## src/rtl/rcc_pkg.sv

```systemverilog
// Shared constants for the reset source capture controller.
// Assumes the cause bit positions double as write-enable positions.
package rcc_pkg;
    localparam int NSRC    = 5;
    localparam int IDX_PIN = 0;
    localparam int IDX_PWR = 1;
    localparam int IDX_CLK = 2;
    localparam int IDX_WDT = 3;
    localparam int IDX_SW  = 4;
    // Highest priority first
    localparam int PRIO_ORDER [NSRC] = '{IDX_PWR, IDX_PIN, IDX_CLK, IDX_WDT, IDX_SW};
endpackage

```

## src/rtl/rcc_cause_arb.sv

```systemverilog
// Fixed-priority picker: turns the request vector into a one-hot grant.
// Assumes the order given by rcc_pkg::PRIO_ORDER (entry 0 wins).
module rcc_cause_arb
    import rcc_pkg::*;
(
    input  logic            clk,
    input  logic            rst_n,
    input  logic [NSRC-1:0] req,
    output logic [NSRC-1:0] grant,
    output logic            any_req
);
    // Walk the order from lowest to highest so the highest request is written last.
    always_comb begin
        grant = '0;
        for (int k = NSRC - 1; k >= 0; k--) begin
            if (req[PRIO_ORDER[k]]) begin
                grant = '0;
                grant[PRIO_ORDER[k]] = 1'b1;
            end
        end
    end

    assign any_req = |req;


    prio_pwr_chk: assert property (@(posedge clk) disable iff (!rst_n)
        req[IDX_PWR] |-> grant[IDX_PWR]);

    prio_pin_chk: assert property (@(posedge clk) disable iff (!rst_n)
        (req[IDX_PIN] && !req[IDX_PWR]) |-> grant[IDX_PIN]);
endmodule

```

## src/rtl/rcc_supply_mon.sv

```systemverilog
// Supply-monitor model: counts settling cycles after enable and raises a
// reset event when the source is selected while unsettled or low.
// Assumes mon_en and sel are registered by the parent.
module rcc_supply_mon #(
    parameter int STABLE_CYCLES = 16
) (
    input  logic clk,
    input  logic rst_n,
    input  logic mon_en,
    input  logic sel,
    input  logic supply_low,
    output logic stable,
    output logic pwr_evt,
    output logic status_ok
);
    localparam int SCW = $clog2(STABLE_CYCLES + 1);

    logic [SCW-1:0] settle_q;

    // Settling counter: cleared while disabled, saturates at STABLE_CYCLES.
    always_ff @(posedge clk) begin
        if (!rst_n || !mon_en)
            settle_q <= '0;
        else if (settle_q != SCW'(STABLE_CYCLES))
            settle_q <= settle_q + 1'b1;
    end

    assign stable    = (settle_q == SCW'(STABLE_CYCLES));
    assign pwr_evt   = mon_en && sel && (supply_low || !stable);
    assign status_ok = mon_en && stable && !supply_low;


    settle_clr_chk: assert property (@(posedge clk) disable iff (!rst_n)
        !mon_en |=> !stable);

    status_low_chk: assert property (@(posedge clk) disable iff (!rst_n)
        supply_low |-> !status_ok);
endmodule

```

## src/rtl/rcc_stretch.sv

```systemverilog
// Reset stretcher: holds its output for LEN cycles after each load,
// reloading on every new load. Assumes LEN >= 1.
module rcc_stretch #(
    parameter int LEN = 8
) (
    input  logic clk,
    input  logic rst_n,
    input  logic load,
    output logic active
);
    localparam int CW = $clog2(LEN + 1);

    logic [CW-1:0] cnt_q;

    // Down-counter: preset while in reset or on load, otherwise counts to zero.
    always_ff @(posedge clk) begin
        if (!rst_n || load)
            cnt_q <= CW'(LEN);
        else if (cnt_q != '0)
            cnt_q <= cnt_q - 1'b1;
    end

    assign active = (cnt_q != '0);


    load_act_chk: assert property (@(posedge clk) disable iff (!rst_n)
        load |=> active);

    count_down_chk: assert property (@(posedge clk) disable iff (!rst_n)
        (cnt_q != '0 && !load) |=> (cnt_q == $past(cnt_q) - 1'b1));
endmodule

```

## src/rtl/rst_cause_ctrl.sv

```systemverilog
// Reset source capture controller top. Gathers five reset requests, stretches
// the winning one into sys_rst_o and latches its cause. Address 0 reads cause
// flags but writes enables and the software trigger; address 1 holds the
// supply-monitor enable and status. Assumes rst_n is the power-on event.
module rst_cause_ctrl
    import rcc_pkg::*;
#(
    parameter int STRETCH_LEN   = 8,
    parameter int STABLE_CYCLES = 16,
    parameter int DW            = 8
) (
    input  logic          clk,
    input  logic          rst_n,
    input  logic          pin_rst_i,
    input  logic          wdt_ovf_i,
    input  logic          clk_loss_i,
    input  logic          supply_low_i,
    input  logic          wr_en_i,
    input  logic          addr_i,
    input  logic [DW-1:0] wdata_i,
    output logic [DW-1:0] rdata_o,
    output logic          sys_rst_o
);
    localparam int MON_EN_BIT = 7;
    localparam int MON_OK_BIT = 6;
    localparam logic [NSRC-1:0] PWR_ONLY = NSRC'(1) << IDX_PWR;

    logic [NSRC-1:0] cause_q;
    logic            clk_en_q;
    logic            sel_q;
    logic            mon_en_q;
    logic [NSRC-1:0] req;
    logic [NSRC-1:0] grant;
    logic            any_req;
    logic            pwr_evt;
    logic            stable;
    logic            status_ok;
    logic            wr_ok;
    logic            wr_cause;
    logic            wr_mon;
    logic            unused_wdata;

    // Writes are dropped while the system is held in reset.
    assign wr_ok        = wr_en_i && !sys_rst_o;
    assign wr_cause     = wr_ok && !addr_i;
    assign wr_mon       = wr_ok && addr_i;
    assign unused_wdata = ^wdata_i;

    // Gather the request vector from pins, gated sources and the software write.
    always_comb begin
        req          = '0;
        req[IDX_PIN] = pin_rst_i;
        req[IDX_PWR] = pwr_evt;
        req[IDX_CLK] = clk_loss_i && clk_en_q;
        req[IDX_WDT] = wdt_ovf_i;
        req[IDX_SW]  = wr_cause && wdata_i[IDX_SW];
    end

    rcc_cause_arb u_arb (
        .clk     (clk),
        .rst_n   (rst_n),
        .req     (req),
        .grant   (grant),
        .any_req (any_req)
    );

    rcc_supply_mon #(.STABLE_CYCLES(STABLE_CYCLES)) u_mon (
        .clk        (clk),
        .rst_n      (rst_n),
        .mon_en     (mon_en_q),
        .sel        (sel_q),
        .supply_low (supply_low_i),
        .stable     (stable),
        .pwr_evt    (pwr_evt),
        .status_ok  (status_ok)
    );

    rcc_stretch #(.LEN(STRETCH_LEN)) u_stretch (
        .clk    (clk),
        .rst_n  (rst_n),
        .load   (any_req),
        .active (sys_rst_o)
    );

    // Cause flags: power-on at reset, otherwise the winner of each event.
    always_ff @(posedge clk) begin
        if (!rst_n)
            cause_q <= PWR_ONLY;
        else if (any_req)
            cause_q <= grant;
    end

    // Source enables: cleared by any power-class reset, else loaded by writes.
    always_ff @(posedge clk) begin
        if (!rst_n || grant[IDX_PWR]) begin
            clk_en_q <= 1'b0;
            sel_q    <= 1'b0;
        end else if (wr_cause) begin
            clk_en_q <= wdata_i[IDX_CLK];
            sel_q    <= wdata_i[IDX_PWR];
        end
    end

    // Monitor enable: only a hard power-on clears it.
    always_ff @(posedge clk) begin
        if (!rst_n)
            mon_en_q <= 1'b0;
        else if (wr_mon)
            mon_en_q <= wdata_i[MON_EN_BIT];
    end

    // Read mux: address selects the cause view or the monitor view.
    always_comb begin
        rdata_o = '0;
        if (!addr_i) begin
            rdata_o[NSRC-1:0] = cause_q;
        end else begin
            rdata_o[MON_EN_BIT] = mon_en_q;
            rdata_o[MON_OK_BIT] = status_ok;
        end
    end


    cause_onehot_chk: assert property (@(posedge clk) disable iff (!rst_n)
        $onehot(cause_q));

    mon_gate_chk: assert property (@(posedge clk) disable iff (!rst_n)
        !mon_en_q |-> !pwr_evt);

    pwr_clr_chk: assert property (@(posedge clk) disable iff (!rst_n)
        grant[IDX_PWR] |=> (!clk_en_q && !sel_q));

    wr_block_chk: assert property (@(posedge clk) disable iff (!rst_n)
        (sys_rst_o && wr_en_i && !grant[IDX_PWR]) |=>
        ($stable(clk_en_q) && $stable(sel_q) && $stable(mon_en_q)));

    evt_rst_chk: assert property (@(posedge clk) disable iff (!rst_n)
        any_req |=> sys_rst_o);
endmodule

```

## config.mk

```make
export PLATFORM = sky130hd
export DESIGN_NAME = rst_cause_ctrl
export DESIGN_NICKNAME = d
export VERILOG_FILES = /design/src/rtl/rcc_pkg.sv /design/src/rtl/rcc_cause_arb.sv /design/src/rtl/rcc_supply_mon.sv /design/src/rtl/rcc_stretch.sv /design/src/rtl/rst_cause_ctrl.sv
export SDC_FILE = /design/constraint.sdc
export NUM_CORES = 1
export LEC_CHECK = 0
export ABC_AREA = 1
export BUFFER_PORTS_ARGS = -buffer_cell sky130_fd_sc_hd__buf_2
export CAP_MARGIN = 20
export CORE_MARGIN = 2
export CORE_UTILIZATION = 42
export DETAILED_ROUTE_END_ITERATION = 12
export PLACE_DENSITY_LB_ADDON = 0.08
export SLEW_MARGIN = 20
export SYNTH_ARGS = -nofsm -noshare
export SYNTH_HDL_FRONTEND = slang
export SYNTH_HIERARCHICAL = 1
export SYNTH_SLANG_ARGS = --single-unit
```

## constraint.sdc

```tcl
create_clock -name clk -period 2.7 [get_ports clk]
set_input_delay 0.135 -clock clk [delete_from_list [all_inputs] [get_ports clk]]
set_output_delay 0.135 -clock clk [all_outputs]
set_load 0.005 [all_outputs]
```

==> flow_summary.json, run 1 <==
{
  "status": "completed",
  "io_pins": 25,
  "fill_cells": 254,
  "tns_ns": 0,
  "synth_nets": 172,
  "first_pass_iters": 4,
  "die_w_um": 52.51,
  "critPathCaptureType": "flip-flop",
  "viasPerCell": 4.460,
  "synth_area_um2": 988.4,
  "fin_skew_ns": 0.01009,
  "power.density_nw_per_um2": 415.2,
  "vias": 892,
  "cts_buffer_depth": 2,
  "path_clk_slew_ns": 0.11,
  "dp_cells": 196,
  "antenna_cells": 0,
  "core_um2": 2212,
  "dieArea_um2": 2757,
  "placed_area_um2": 1092,
  "gp_congestion": 0.7102,
  "register_area_um2": 340.3,
  "wl_per_cell_um": 9.010,
  "drc": 0,
  "clock-sinks": 17,
  "dpl.hpwl_um": 1426,
  "utilization_pct": 50.62,
  "crit_fanout": 8,
  "grtUsageTotal_pct": 15.66,
  "slew_viol_final": 0,
  "grt_max_degree": 11,
  "fin_cells": 200,
  "drive_above_1_share_pct": 20.35,
  "overflow": 0,
  "cts_resized": 0,
  "ctsHtreeMaxLevel": 1,
  "dieHeight_um": 52.51,
  "post-cts-setup-buffers": 0,
  "min_path_type": "in -> reg",
  "critPathRequiredTime_ns": 2.90,
  "arrival_ns": 2.13,
  "final_hold_viol_count": 0,
  "antenna_left": 0,
  "area_growth_pct": 13.29,
  "finalWirelength_um": 1802,
  "critPathKind": "reg -> reg",
  "ir_drop_uv": 198.7,
  "drtIter0Drc": 10,
  "row_count": 17,
  "leakagePower_nw": 0.5785,
  "synthCells": 152,
  "final_area_um2": 1120,
  "rsz0062_at_grt": "false",
  "min_period_ns": 1.930,
  "grt_pass1_wl_um": 3180,
  "cts_inserted_buffers": 3,
  "port_buffers": 19,
  "grt_pass1_vias": 790,
  "nets": 193,
  "multiInputGateArea_um2": 488.0,
  "syn_avg_cell_area_um2": 6.503,
  "setup_viol": 0,
  "cts-hold-fix-buffers": 0,
  "clock_latency_ns": 0.30,
  "fmax_ghz": 0.5181,
  "root_buffer": "clkbuf_4",
  "cts_tree": "yes",
  "startpoint_type": "flip-flop",
  "antenna_found_initial": 0,
  "start_util_pct": 44.68,
  "cap_violations": 0,
  "period_share_pct": 71.49,
  "yosysWarningCount": 6
}
## registers in the layout, indices dropped and copies added, names as in the netlist
| signal | count |
|---|---|
| cause_q | 5 |
| u_mon/settle_q | 5 |
| u_stretch/cnt_q | 4 |
| clk_en_q | 1 |
| mon_en_q | 1 |
| sel_q | 1 |
## layout by cell type, fill, tap and decap left out, drive strengths merged
master and instances:
inv 35, nor2 33, nand2 28, buf 19, dfxtp 17, nand3 11
a21oi 10, o21ai 5, ha 4, clkbuf 3, nand4 2, conb 1
clkinv 1, nand3b 1, xnor2 1, xor2 1
## per-stage QoR
stage | power, W | hold WS (ns) | setup slack, ns
floorplan | 0.0003110 | 0.2554 | 0.9953
global placement | 0.0003278 | 0.3641 | 0.7645
detailed placement | 0.0003292 | 0.3719 | 0.7698
CTS | 0.0004701 | 0.06348 | 0.7427
global route | 0.0004905 | 0.07316 | 0.5070
finish | 0.0004650 | 0.06974 | 0.7698
## report_power, final
part           total [W]  internal [W]  switching [W]
registers       0.000263      0.000259     0.00000428
logic          0.0000599     0.0000241      0.0000358
clock network   0.000142     0.0000551      0.0000867
total           0.000465      0.000338       0.000127
## metal layers
layer	wire length, µm	part of all wire (%)	GRT usage (%)	vias to the layer above
met5	0	0	0	-
met4	27	1.5	7.692	0
met3	83	4.6	3.429	4
met2	844	47	25.62	19
met1	847	47	19.22	376
li1	-	-	-	493
## path summary, 6_finish.rpt
kind | from | endpoint | slack (ns) | cells after the start
setup / recovery | u_stretch/cnt_q[0]$_SDFFE_PP0P_ | cause_q[2]$_SDFFE_PN0P_ | 0.77 | 13
hold / removal | wdata_i[1] | sel_q$_SDFFE_PP0P_ | 0.07 | 3
setup reg to reg | u_stretch/cnt_q[0]$_SDFFE_PP0P_ | cause_q[2]$_SDFFE_PN0P_ | 0.77 | 13
hold reg to reg | cause_q[2]$_SDFFE_PN0P_ | cause_q[2]$_SDFFE_PN0P_ | 0.46 | 2
## area by class of cell
cell class                      count  area share, %
Multi-Input combinational cell     97          43.58
Clock inverter                      1         0.4469
Clock buffer                        3          2.011
Sequential cell                    17          30.39
Tap cell                           28          3.129
Timing Repair Buffer               19          8.492
Inverter                           35          11.96
## worst max-delay path, stage by stage (launching register included)
cell     delay (ns)
dfxtp_1        0.33
inv_1          0.13
ha_1           0.25
nand2_2        0.09
nor2_4         0.11
inv_1          0.07
inv_1          0.11
nand3_4        0.10
nor2_1         0.09
inv_1          0.05
nand3_1        0.17
inv_2          0.10
o21ai_0        0.18
a21oi_1        0.05
(Power assumes the default switching activity.)
==> inputs of run 2 (changes only) <==
--- a/config.mk
+++ b/config.mk
@@ -5,7 +5,7 @@
 export SDC_FILE = /design/constraint.sdc
 export NUM_CORES = 1
 export LEC_CHECK = 0
-export ABC_AREA = 1
+export ABC_AREA = 0
 export BUFFER_PORTS_ARGS = -buffer_cell sky130_fd_sc_hd__buf_2
 export CAP_MARGIN = 20
 export CORE_MARGIN = 2
==> constraint.sdc (replaced) <==
create_clock -name clk -period 1.6 [get_ports clk]
set_input_delay 0.08 -clock clk [delete_from_list [all_inputs] [get_ports clk]]
set_output_delay 0.08 -clock clk [all_outputs]
set_load 0.005 [all_outputs]
==> flow_summary.json, run 2 <==
{
  "status": "complete, but fails checks",
  "violations": "negative setup slack",
  "critPathRequiredTime_ns": 1.81,
  "finalWirelength_um": 1901,
  "port_buffers": 19,
  "cap_violations": 0,
  "layout_common_cells": "buf_4 (21), buf_2 (18), dfxtp_1 (13), mux2i_1 (10)",
  "root_buffer": "clkbuf_4",
  "overflow": 0,
  "regToRegStartpoint": "u_mon/settle_q[0]$_SDFFE_PP0P_",
  "crit_top_cell": "nand2b_4",
  "cts_tree": "yes",
  "first_pass_iters": 3,
  "yosysTopAreaCellShare_pct": 35.19,
  "dieHeight_um": 51.99,
  "io_pins": 25,
  "cts_inserted_buffers": 3,
  "top_regs": "cause_q (5), u_mon/settle_q (5), u_stretch/cnt_q (4)",
  "grt_max_degree": 16,
  "slew_viol_final": 0,
  "min_period_ns": 1.849,
  "whs_path_depth": 3,
  "ctsHtreeMaxLevel": 1,
  "final_hold_viol_count": 0,
  "drive_above_1_share_pct": 50.71,
  "worst_slack_ns": -0.2495,
  "antenna_left": 0,
  "ys_seq_elements": 17,
  "drc": 0,
  "wl_per_cell_um": 11.32,
  "yosysUniqueCellTypes": 33,
  "antenna_cells": 0,
  "row_count": 17,
  "dpl.hpwl_um": 1507,
  "yosysWarningCount": 6,
  "r2r-end": "u_stretch/cnt_q[0]$_SDFFE_PP0P_",
  "utilization_pct": 61.05,
  "gp_congestion": 0.6976,
  "dieArea_um2": 2702,
  "startpoint_type": "flip-flop",
  "min_path_type": "in -> reg",
  "synth_edf_count": 0,
  "yosysTopAreaCell": "dfxtp_1",
  "clock-sinks": 17,
  "yosysMostFrequentCell": "dfxtp_1",
  "nets": 161,
  "layout_commonest_cell": "buf_4",
  "path_buf_inv": 1,
  "fin_skew_ns": 0.002046,
  "viasPerCell": 4.667,
  "whs_ns": 0.04826,
  "arrival_ns": 2.06,
  "critPathCaptureType": "flip-flop",
  "yosysSeqAreaShare_pct": 35.19,
  "period_share_pct": 115.6,
  "synthCells": 99,
  "syn_avg_cell_area_um2": 9.769,
  "min_from": "wdata_i[7]",
  "leakagePower_nw": 0.6018,
  "crit_fanout": 4,
  "grtUsageTotal_pct": 16.27,
  "grt_pass1_vias": 743,
  "crit_slowest_cell": "or3b_4",
  "synth.cells.most_frequent": "dfxtp_1 (17), mux2i_1 (10), inv_1 (6), nand3b_1 (6), nor2b_1 (6)",
  "start_util_pct": 44.15,
  "setup_viol": 9,
  "rsz0062_at_grt": "true",
  "drtIter0Drc": 4,
  "area_growth_pct": 38.29,
  "vias": 784,
  "grt_pass1_wl_um": 3194,
  "antenna_found_initial": 0,
  "ff2ff_setup_slack_ns": -0.25,
  "synth_area_um2": 967.2,
  "async_flop_share_pct": 0,
  "die_w_um": 51.99,
  "core_um2": 2191,
  "path_clk_slew_ns": 0.09,
  "path_delay_family": "simple AND/OR/NAND/NOR gates",
  "tns_ns": -1.577,
  "cts_buffer_depth": 2,
  "cp_cell_sequence": "inv_2 -> ha_1 -> and4bb_2 -> nand2b_4 -> and3_4 -> nor4_4 -> nand2b_4 -> or3b_4 -> mux2i_1",
  "power.density_nw_per_um2": 586.4,
  "synth_ff_type": "dfxtp_1",
  "synth_nets": 119,
  "cts-hold-fix-buffers": 0,
  "fmax_ghz": 0.5407,
  "critPathKind": "reg -> reg",
  "reg2reg_depth": 9,
  "synth_area_leaders": "dfxtp_1 (35%), mux2i_1 (10%), ha_1 (5.2%)",
  "hold_end": "mon_en_q$_SDFFE_PN0P_",
  "ir_drop_uv": 384.2,
  "cpPeakStageDelay_ns": 0.37,
  "clock_latency_ns": 0.28
}
## run 2: where the power goes
part           leakage [nW]  internal, W  switching, W
clock network        0.0150    0.0000966      0.000121
logic                 0.447    0.0000751     0.0000519
registers             0.140     0.000434    0.00000647
## run 2: how the worst max path moves through the flow
stage / start / endpoint / slack (ns) / cells after the start
floorplan: u_mon/settle_q[0]$_SDFFE_PP0P_ / u_stretch/cnt_q[0]$_SDFFE_PP0P_ / -0.22 / 10
CTS: u_mon/settle_q[0]$_SDFFE_PP0P_ / u_stretch/cnt_q[0]$_SDFFE_PP0P_ / -0.25 / 9
global route: u_mon/settle_q[0]$_SDFFE_PP0P_ / u_stretch/cnt_q[0]$_SDFFE_PP0P_ / -0.33 / 9
global placement: u_mon/settle_q[0]$_SDFFE_PP0P_ / u_stretch/cnt_q[0]$_SDFFE_PP0P_ / -0.18 / 9
detailed placement: u_mon/settle_q[0]$_SDFFE_PP0P_ / u_stretch/cnt_q[0]$_SDFFE_PP0P_ / -0.23 / 9
finish: u_mon/settle_q[0]$_SDFFE_PP0P_ / u_stretch/cnt_q[0]$_SDFFE_PP0P_ / -0.25 / 9
## run 2: kinds of logic (layout without fill, tap and decap cells)
kind of cell	after synthesis	count (layout)	share of synthesized area, %
muxes	10	10	10.35
xor gates and xnor gates	5	5	4.529
buffers and inverters	12	53	6.467
other	1	1	0.3877
adders and majority gates	4	4	5.175
DFF	17	17	35.19
AOI/OAI and AO/OA	3	3	2.588
and+or+nand+nor	47	47	35.32
## run 2: through the flow
| stage | total power [W] | std cells | setup WS (ns) | cell area, µm² |
|---|---|---|---|---|
| global placement | 0.0005666 | 159 | -0.1836 | 1249 |
| CTS | 0.0007985 | 166 | -0.2545 | 1305 |
| detailed placement | 0.0005692 | 159 | -0.2287 | 1249 |
| finish | 0.0007844 | 168 | -0.2495 | 1338 |
| global route | 0.0008359 | 168 | -0.3334 | 1338 |
| floorplan | 0.0005190 | 99 | -0.2191 | 1013 |
## run 2: what timing repair did
item | 4_1_cts | 5_1_grt
endpoints found under the setup margin | 9 | 10
pin swaps | 2 | 0
gates resized for setup | 2 | 5
setup buffers | 3 | 2
hold endpoints to repair | 0 | 0
## run 2: final cells by class
cell class,instances,area (µm²)
clock buffer,4,26.28
fill,206,853.3
inverter,7,26.28
multi-input combinational,70,614.3
sequential,17,345.3
tap,28,35.03
timing repair buffer,42,290.3
## run 2: routing by layer
layer	global-route usage [%]	vias up	part of all wire, %
met5	0	-	0
met4	7.895	0	0.84
met3	4.023	2	3.8
met2	26.37	15	46
met1	19.96	348	49
li1	-	419	-
## run 2: worst reg2reg max path, stage by stage, from the launching register on
cell and delay, ns:
dfxtp_2 0.33, inv_2 0.05, ha_1 0.13, and4bb_2 0.27
nand2b_4 0.06, and3_4 0.15, nor4_4 0.20, nand2b_4 0.11
or3b_4 0.37, mux2i_1 0.12
==> inputs of run 3 (changes only) <==
--- a/config.mk
+++ b/config.mk
@@ -6,10 +6,10 @@
 export NUM_CORES = 1
 export LEC_CHECK = 0
 export ABC_AREA = 0
-export BUFFER_PORTS_ARGS = -buffer_cell sky130_fd_sc_hd__buf_2
+export BUFFER_PORTS_ARGS = -buffer_cell sky130_fd_sc_hd__buf_4
 export CAP_MARGIN = 20
 export CORE_MARGIN = 2
-export CORE_UTILIZATION = 42
+export CORE_UTILIZATION = 46
 export DETAILED_ROUTE_END_ITERATION = 12
 export PLACE_DENSITY_LB_ADDON = 0.08
 export SLEW_MARGIN = 20
==> flow_summary.json, run 3 (synthesis results as in run 2) <==
{
  "fill_cells": 147,
  "ctsHtreeMaxLevel": 1,
  "grt_max_degree": 16,
  "crit_top_cell": "nand2b_4",
  "rsz0062_at_grt": "true",
  "core_um2": 1982,
  "critPathCaptureType": "flip-flop",
  "cp_cell_sequence": "inv_2 -> ha_1 -> and4bb_2 -> nand2b_4 -> and3_4 -> nor4_4 -> nand2b_4 -> or3b_4 -> mux2i_1",
  "clock_latency_ns": 0.30,
  "port_buffers": 19,
  "violations": "negative setup slack",
  "vias": 808,
  "worst_slack_ns": -0.2777,
  "cts_inserted_buffers": 3,
  "fin_skew_ns": 0.002219,
  "cts-hold-fix-buffers": 0,
  "p_seq_share_pct": 53.4,
  "grtUsageTotal_pct": 19.48,
  "dieArea_um2": 2486,
  "root_buffer": "clkbuf_4",
  "leakagePower_nw": 0.6334,
  "grt_pass1_vias": 803,
  "cts_tree": "yes",
  "path_clk_slew_ns": 0.10,
  "cpPeakStageDelay_ns": 0.37,
  "p_comb_share_pct": 17.6,
  "row_count": 16,
  "regToRegStartpoint": "u_mon/settle_q[0]$_SDFFE_PP0P_",
  "viasPerCell": 4.753,
  "fmax_ghz": 0.5326,
  "antenna_cells": 0,
  "clkPwrFrac_pct": 28.9,
  "crit_fanout": 4,
  "gp_congestion": 0.7313,
  "min_from": "wdata_i[7]",
  "cts_buffer_depth": 2,
  "layout_common_cells": "buf_4 (43), dfxtp_1 (14), mux2i_1 (10), nor2b_1 (6), nand3b_1 (6)",
  "antenna_left": 0,
  "area_growth_pct": 45.41,
  "antenna_found_initial": 0,
  "clock-sinks": 17,
  "dieHeight_um": 49.86,
  "crit_slowest_cell": "or3b_4",
  "wl_per_cell_um": 11.93,
  "power.net_switching_w": 0.0002034,
  "start_util_pct": 48.80,
  "critPathRequiredTime_ns": 1.83,
  "layout_commonest_cell": "buf_4",
  "post-place-ws_ns": -0.2553,
  "setup_viol": 9,
  "period_share_pct": 117.4,
  "cap_violations": 0,
  "p_sw_share_pct": 24.69,
  "power.density_nw_per_um2": 585.8,
  "path_delay_family": "simple AND/OR/NAND/NOR gates",
  "min_path_type": "in -> reg",
  "whs_ns": 0.03493,
  "first_pass_iters": 4,
  "top_regs": "cause_q (5), u_mon/settle_q (5), u_stretch/cnt_q (4)",
  "slew_viol_final": 0,
  "drive_above_1_share_pct": 51.75,
  "io_pins": 25,
  "drtIter0Drc": 10,
  "arrival_ns": 2.11,
  "drc": 0,
  "finalWirelength_um": 2028,
  "p_int_w": 0.0006205,
  "die_w_um": 49.86,
  "startpoint_type": "flip-flop",
  "final_hold_viol_count": 0,
  "min_period_ns": 1.878,
  "critPathKind": "reg -> reg",
  "nets": 164,
  "dpl.hpwl_um": 1473,
  "status": "complete, but fails checks",
  "overflow": 0,
  "grt_pass1_wl_um": 3643,
  "startpoint": "u_mon/settle_q[0]$_SDFFE_PP0P_",
  "path_buf_inv": 1,
  "ir_drop_uv": 580.3
}
-- run 3: stage by stage --
step / instance area, µm² / std cells / total power, W / setup TNS (ns) / utilization, %
floorplan: 1013 / 99 / 0.0005190 / -1.562 / -
global placement: 1310 / 160 / 0.0005795 / -1.230 / 66.10
detailed placement: 1310 / 160 / 0.0005824 / -1.588 / 66.10
CTS: 1383 / 167 / 0.0008322 / -1.437 / 69.76
global route: 1406 / 170 / 0.0008702 / -2.577 / 70.96
finish: 1406 / 170 / 0.0008239 / -1.486 / 70.96
-- run 3: path summary, 6_finish.rpt --
| path | endpoint | slack, ns | cells after the start |
|---|---|---|---|
| max | u_stretch/cnt_q[0]$_SDFFE_PP0P_ | -0.28 | 9 |
| min | mon_en_q$_SDFFE_PN0P_ | 0.03 | 3 |
| max reg2reg | u_stretch/cnt_q[0]$_SDFFE_PP0P_ | -0.28 | 9 |
| min reg2reg | cause_q[1]$_SDFFE_PN1P_ | 0.48 | 2 |
-- run 3: cell type report --
class	instances	area (µm²)	area share (%)
Inverter	7	26.28	1.868
Tap cell	27	33.78	2.402
Sequential cell	17	344.1	24.47
Clock buffer	4	26.28	1.868
Multi-Input combinational cell	70	621.8	44.22
Timing Repair Buffer	45	354.1	25.18
-- run 3: layer usage --
metal | wire length (µm) | up-vias | GRT usage, %
met4 | 50 | 0 | 11.11
met1 | 971 | 367 | 24.58
li1 | - | 417 | -
met3 | 79 | 5 | 3.939
met2 | 926 | 19 | 30.67
met5 | 0 | - | 0
-- run 3: worst reg2reg max path: cells and delay by family, from the launching register on --
kind	cells	cell delay, ns
adders and majority gates	1	0.13
buffers and inverters	1	0.06
DFF	1	0.34
muxes	1	0.12
and+or+nand+nor	6	1.16
-- run 3: power groups by stage --
stage | registers, W | logic (W) | clock network [W]
finish | 0.000440 | 0.000145 | 0.000238
global route | 0.000442 | 0.000161 | 0.000268
global placement | 0.000450 | 0.000130 | 0
floorplan | 0.000451 | 0.0000677 | 0
CTS | 0.000440 | 0.000140 | 0.000251
detailed placement | 0.000450 | 0.000132 | 0
-- run 3: what timing repair did --
item | in CTS | in global routing
endpoints found under the setup margin | 10 | 11
pin swaps | 3 | 0
hold endpoints to repair | 0 | 0
resized for setup | 6 | 1
buffers inserted | 3 | 3
